<file path="src/rtl/tsn_pkg.sv">
package tsn_pkg;

  // Default geometry of the DAC pair
  localparam int unsigned TSN_CW    = 16;     // coarse code width
  localparam int unsigned TSN_FW    = 16;     // fine code width
  localparam int unsigned TSN_SHIFT = 8;      // fine weight = 1 / 2**SHIFT
  localparam int unsigned TSN_LO    = 4096;   // lowest fine code kept
  localparam int unsigned TSN_HI    = 61439;  // highest fine code kept
  localparam int unsigned TSN_MID   = 32768;  // recentre target

  // How the next pair of codes was produced
  typedef enum logic [1:0] {
    SPLIT_KEEP     = 2'd0,  // fine-only move
    SPLIT_RECENTRE = 2'd1,  // coarse moved, fine near mid-scale
    SPLIT_FLOOR    = 2'd2   // request below mid-scale, coarse at zero
  } split_kind_e;

endpackage

</file>
<file path="src/rtl/tsn_fine_window.sv">
module tsn_fine_window #(
  parameter int unsigned CW    = tsn_pkg::TSN_CW,
  parameter int unsigned FW    = tsn_pkg::TSN_FW,
  parameter int unsigned SHIFT = tsn_pkg::TSN_SHIFT,
  parameter int unsigned LO    = tsn_pkg::TSN_LO,
  parameter int unsigned HI    = tsn_pkg::TSN_HI
) (
  input  logic [CW+SHIFT-1:0] req,
  input  logic [CW-1:0]       cur_coarse,
  output logic [FW-1:0]       fine_try,
  output logic                in_window
);
  localparam int unsigned RW = CW + SHIFT;
  localparam int unsigned DW = RW + 2;
  localparam logic signed [DW-1:0] LO_S = DW'(LO);
  localparam logic signed [DW-1:0] HI_S = DW'(HI);

  // Fine offset needed to meet req with the present coarse code (signed)
  function automatic logic signed [DW-1:0] fine_offset(
    input logic [RW-1:0] r,
    input logic [CW-1:0] c
  );
    logic [DW-1:0] a;
    logic [DW-1:0] b;
    a = {2'b00, r};
    b = {2'b00, c, {SHIFT{1'b0}}};
    return $signed(a - b);
  endfunction

  logic signed [DW-1:0] offset;

  always_comb begin
    offset    = fine_offset(req, cur_coarse);
    in_window = (offset >= LO_S) && (offset <= HI_S);
    fine_try  = offset[FW-1:0];
  end

  // A kept fine code must itself sit inside the guard window
  always_comb begin
    if (in_window) begin
      assert_window_code_R4: assert ((FW'(LO) <= fine_try) && (fine_try <= FW'(HI)));
    end
  end

endmodule

</file>
<file path="src/rtl/tsn_recentre.sv">
module tsn_recentre
  import tsn_pkg::*;
#(
  parameter int unsigned CW    = tsn_pkg::TSN_CW,
  parameter int unsigned FW    = tsn_pkg::TSN_FW,
  parameter int unsigned SHIFT = tsn_pkg::TSN_SHIFT,
  parameter int unsigned MID   = tsn_pkg::TSN_MID
) (
  input  logic [CW+SHIFT-1:0] req,
  output logic [CW-1:0]       new_coarse,
  output logic [FW-1:0]       new_fine,
  output split_kind_e         kind
);
  localparam int unsigned RW = CW + SHIFT;
  localparam logic [RW-1:0] MID_R = RW'(MID);

  // Coarse code that leaves the fine code in [MID, MID + 2**SHIFT - 1]
  function automatic logic [CW-1:0] centre_coarse(input logic [RW-1:0] r);
    logic [RW-1:0] above;
    if (r < MID_R) return '0;
    above = r - MID_R;
    return above[RW-1:SHIFT];
  endfunction

  // Remainder carried by the fine DAC for a given coarse code
  function automatic logic [RW-1:0] remainder(
    input logic [RW-1:0] r,
    input logic [CW-1:0] c
  );
    return r - {c, {SHIFT{1'b0}}};
  endfunction

  logic [RW-1:0] rem;

  always_comb begin
    new_coarse = centre_coarse(req);
    rem        = remainder(req, new_coarse);
    new_fine   = rem[FW-1:0];
    kind       = (req < MID_R) ? SPLIT_FLOOR : SPLIT_RECENTRE;
  end

  // The remainder must fit the fine DAC, so the sum is exact
  always_comb begin
    assert_rem_fits_R3: assert ((rem >> FW) == '0);
  end

endmodule

</file>
<file path="src/rtl/tune_split.sv">
module tune_split
  import tsn_pkg::*;
#(
  parameter int unsigned CW    = tsn_pkg::TSN_CW,
  parameter int unsigned FW    = tsn_pkg::TSN_FW,
  parameter int unsigned SHIFT = tsn_pkg::TSN_SHIFT,
  parameter int unsigned LO    = tsn_pkg::TSN_LO,
  parameter int unsigned HI    = tsn_pkg::TSN_HI,
  parameter int unsigned MID   = tsn_pkg::TSN_MID
) (
  input  logic                clk,
  input  logic                rst_n,
  input  logic                req_valid,
  input  logic [CW+SHIFT-1:0] req_word,
  output logic [CW-1:0]       coarse_code,
  output logic [FW-1:0]       fine_code,
  output logic                upd_stb,
  output logic                coarse_moved
);
  localparam int unsigned RW      = CW + SHIFT;
  localparam int unsigned SPAN    = 1 << SHIFT;
  localparam logic [FW-1:0] MID_F = FW'(MID);
  localparam logic [FW-1:0] TOP_F = FW'(MID + SPAN - 1);

  // Internal events, named for the assertions
  logic [FW-1:0] win_fine;
  logic          win_hit;
  logic [CW-1:0] rc_coarse;
  logic [FW-1:0] rc_fine;
  split_kind_e   rc_kind;
  split_kind_e   step_kind;
  logic [CW-1:0] coarse_next;
  logic [FW-1:0] fine_next;
  logic          move_next;

  logic [CW-1:0] coarse_q;
  logic [FW-1:0] fine_q;
  logic          stb_q;
  logic          moved_q;

  tsn_fine_window #(
    .CW(CW), .FW(FW), .SHIFT(SHIFT), .LO(LO), .HI(HI)
  ) u_window (
    .req        (req_word),
    .cur_coarse (coarse_q),
    .fine_try   (win_fine),
    .in_window  (win_hit)
  );

  tsn_recentre #(
    .CW(CW), .FW(FW), .SHIFT(SHIFT), .MID(MID)
  ) u_recentre (
    .req        (req_word),
    .new_coarse (rc_coarse),
    .new_fine   (rc_fine),
    .kind       (rc_kind)
  );

  // Choose the next pair: fine-only move when the window allows it
  always_comb begin
    if (win_hit) begin
      coarse_next = coarse_q;
      fine_next   = win_fine;
      step_kind   = SPLIT_KEEP;
    end else begin
      coarse_next = rc_coarse;
      fine_next   = rc_fine;
      step_kind   = rc_kind;
    end
    move_next = (coarse_next != coarse_q);
  end

  always_ff @(posedge clk) begin
    if (!rst_n) begin
      coarse_q <= rc_coarse;
      fine_q   <= rc_fine;
      stb_q    <= 1'b0;
      moved_q  <= 1'b0;
    end else begin
      stb_q   <= req_valid;
      moved_q <= req_valid && move_next;
      if (req_valid) begin
        coarse_q <= coarse_next;
        fine_q   <= fine_next;
      end
    end
  end

  assign coarse_code  = coarse_q;
  assign fine_code    = fine_q;
  assign upd_stb      = stb_q;
  assign coarse_moved = moved_q;

  // ---------------- assertions ----------------
  assert_sum_matches_R3: assert property (@(posedge clk) disable iff (!rst_n)
    upd_stb |-> (({coarse_code, {SHIFT{1'b0}}} + RW'(fine_code)) == $past(req_word)));

  assert_keep_coarse_R4: assert property (@(posedge clk) disable iff (!rst_n)
    (req_valid && win_hit) |=> (!coarse_moved && (coarse_code == $past(coarse_code))));

  assert_centre_fine_R5: assert property (@(posedge clk) disable iff (!rst_n)
    (req_valid && !win_hit && (step_kind == SPLIT_RECENTRE))
      |=> ((fine_code >= MID_F) && (fine_code <= TOP_F)));

  assert_floor_split_R6: assert property (@(posedge clk) disable iff (!rst_n)
    (req_valid && !win_hit && (step_kind == SPLIT_FLOOR))
      |=> ((coarse_code == '0) && (RW'(fine_code) == $past(req_word))));

  assert_moved_has_change_R7: assert property (@(posedge clk) disable iff (!rst_n)
    coarse_moved |-> (upd_stb && (coarse_code != $past(coarse_code))));

  assert_idle_hold_R8: assert property (@(posedge clk) disable iff (!rst_n)
    !req_valid |=> (!upd_stb && !coarse_moved && $stable(coarse_code) && $stable(fine_code)));

endmodule

</file>
<file path="config.mk">
export PLATFORM = sky130hd
export DESIGN_NAME = tune_split
export DESIGN_NICKNAME = d
export VERILOG_FILES = /design/src/rtl/tsn_pkg.sv /design/src/rtl/tsn_fine_window.sv /design/src/rtl/tsn_recentre.sv /design/src/rtl/tune_split.sv
export SDC_FILE = /design/constraint.sdc
export NUM_CORES = 1
export LEC_CHECK = 0
export ABC_AREA = 1
export BUFFER_PORTS_ARGS = -buffer_cell sky130_fd_sc_hd__buf_4
export CORE_UTILIZATION = 28
export CTS_CLUSTER_SIZE = 24
export DETAILED_ROUTE_END_ITERATION = 16
export PLACE_DENSITY_LB_ADDON = 0.3
export SYNTH_ARGS = -nofsm -noshare
export SYNTH_HDL_FRONTEND = slang
export SYNTH_HIERARCHICAL = 1
export SYNTH_SLANG_ARGS = --single-unit
</file>
<file path="constraint.sdc">
create_clock -name clk -period 8.3 [get_ports clk]
set_clock_uncertainty 0.1 [all_clocks]
set_input_delay 0.83 -clock clk [delete_from_list [all_inputs] [get_ports clk]]
set_output_delay 0.83 -clock clk [all_outputs]
set_load 0.01 [all_outputs]
</file>
==> run metrics <==
unrepaired setup endpoints after global routing no; Detailed Place HPWL 7.400 mm; Post-synth EDFFs 32; initial antenna violation count 0; Starting Density 0.2906; CTS H-Tree Depth 2; Crit-path slowest cell buf_4; Async S/R FF share, synth 0; routed len/inst 12.67 um; top cell type's share of synthesized area 0.2719; status finished, final reports clean; Placed Area 4036 um^2; vias in the first global route 3,172; CTS resizes 0; gr ovfl total 0; CP Data Required Time 8.23 ns; nets 585; clock period minus worst slack 3.663 ns; CP Class in2reg; worst-path maximum fanout 30; I/O pin count 61; Final setup viols 0; Final period util 0.4413; Post-CTS Setup Bufs 0; Final Slew Violations 0; synthesized instance count 492; share of cells above drive strength 1 0.2500; WHS 0.5787 ns; Die X 114.4 um; post-route setup slack 4.637 ns; global placement routability congestion 0.9308; # Max-Cap Violations 0; CTS max path bufs 2; row count 40; hold_buf cts 0; cell chosen for the clock root clkbuf_16; CP delay by family, top simple AND/OR/NAND/NOR gates; first-pass GRT wire length 14.97 mm; Synth area leader edfxtp_1; commonest non-fill, non-tap cell in the layout nand2_1; Peak Freq 0.2730 GHz; Crit path buffers/inverters 4; crit-path cells buf_4, inv_1, ha_1, fa_1, inv_1, nand2_1, nand2_1, nand3_2, nand2_2, nand2_1, nand2_1, nand2_1, nand2_1, nand2_1, nand3_1, nor2_1, nand2_1, buf_4, mux2_2; synthesis-to-finish area growth 18.19%; Seq/Total Area, Yosys 0.2832; number of port buffers 60; vias 3,145; Total GRT Usage 0.1458; crit path DAT 3.59 ns; TritonCTS clock tree yes; cell area after layout 4178 um^2; Avg Inst Size Synth 7.184 um^2; Synth area leaders edfxtp_1, nand2_1, inv_1; cell mode on critical path nand2_1; Core Footprint 12,160 um^2; First DRT Iteration DRCs 138; average via count per standard cell 4.442; number of nets with antenna violations after routing 0; Hold Crit Class reg2reg; final hold violation count 0; die area 13,080 um^2; total CTS buffers 5; crit end category flip-flop; worst slack at placement 4.341 ns; Netlist cell types 39; power per cell area 141.4 nW/um^2; Cell Area, Synth 3535 um^2; chip height 114.4 um; Clock Latency Late Sink 0.28 ns; startpoint types primary input; Synth Flop Type edfxtp_1; commonest cells after routing, fill and taps aside nand2_1, inv_1, buf_4, nor2_1, edfxtp_1; Reg clk slew, reported paths 0.05 ns; n_diodes 0; CP peak stage delay 0.44 ns; DRC 0; DR pass1 iterations 5; maximum vdd drop 0.0001200 V; post-synth net total 538; largest net degree at the start of global routing 31; clock sink total 34; Leak 2.229 nW; Synth Register Bits 34; Ys Warns 6; final wirelength 8.970 mm; Post-Route Setup TNS 0 ns
-- logic make-up (layout without fill, tap and decap cells) --
group                      after synthesis  in the layout  share of synthesized area
muxes                                   26             26                    0.09133
AOI/OAI and AO/OA                       26             26                    0.04213
adders and majority gates               19             19                    0.06938
buffers and inverters                  121            169                     0.1543
other                                    1              1                   0.001061
and+or+nand+nor                        250            250                     0.3214
DFF                                     34             34                     0.2832
xor gates and xnor gates                15             15                    0.03717
-- power by group --
group / switching, mW / total [mW] / internal (mW) / leakage [nW]
registers: 0.00964 / 0.211 / 0.201 / 0.343
clock network: 0.0716 / 0.181 / 0.109 / 0.0672
logic: 0.118 / 0.199 / 0.0808 / 1.82
total: 0.199 / 0.591 / 0.391 / 2.23
-- final cells by class --
| cell class | instances | area (um^2) |
|---|---|---|
| clock inverter | 3 | 16.27 |
| inverter | 99 | 371.6 |
| tap | 168 | 210.2 |
| multi-input combinational | 337 | 1988 |
| fill | 1302 | 7984 |
| timing repair buffer | 62 | 465.4 |
| sequential | 34 | 1001 |
| clock buffer | 5 | 125.1 |
-- cell usage after synthesis, types with 2 or more instances --
master,number
nor3_1,2
nor2_1,40
nand2_4,2
o211ai_1,3
nand2_1,147
nand3_2,7
o21ai_0,7
inv_2,10
a21oi_2,2
buf_4,16
ha_1,18
dfxtp_1,2
o21ai_1,2
mux2_2,18
xor2_1,3
buf_6,4
nand2_2,10
nand4_1,7
edfxtp_1,32
nand3b_1,3
mux2_4,8
nor2_4,2
nand3_1,18
nor2_2,5
and2_1,2
xnor2_1,12
inv_1,89
a21oi_1,10
-- stage by stage --
step / std cells / util / total power [mW]
floorplan: 492 / - / 0.3516
global placement: 700 / 0.3319 / 0.4120
detailed placement: 700 / 0.3319 / 0.4133
CTS: 708 / 0.3435 / 0.5971
global route: 708 / 0.3435 / 0.6312
finish: 708 / 0.3435 / 0.5908
-- path summary, 6_finish.rpt --
kind                   from        endpoint  slack [ns]  depth (start not counted)
max             req_word[8]   fine_code[15]        4.64                         19
min          coarse_code[8]  coarse_code[8]        0.58                          1
max reg2reg  coarse_code[0]   fine_code[15]        4.82                         17
min reg2reg  coarse_code[8]  coarse_code[8]        0.58                          1
-- flip-flops by register name, summed over array words and instances (netlist names) --
signal / flops
coarse_code: 16
fine_code: 16
coarse_moved: 1
upd_stb: 1
-- worst register-to-register path: cells and delay by family (launching register included) --
family / cells / cell delay [ns]
fa+ha+maj: 2 / 0.68
buf+inv: 2 / 0.56
flops: 1 / 0.45
mux: 1 / 0.39
simple gates: 12 / 1.03
-- routing by layer --
metal	track usage	routed length [um]	share of wire
met4	0.04762	168	0.019
met5	0	0	0
met3	0.02488	443	0.049
met2	0.2586	4279	0.48
met1	0.1783	4079	0.45
(Power assumes the default switching activity.)
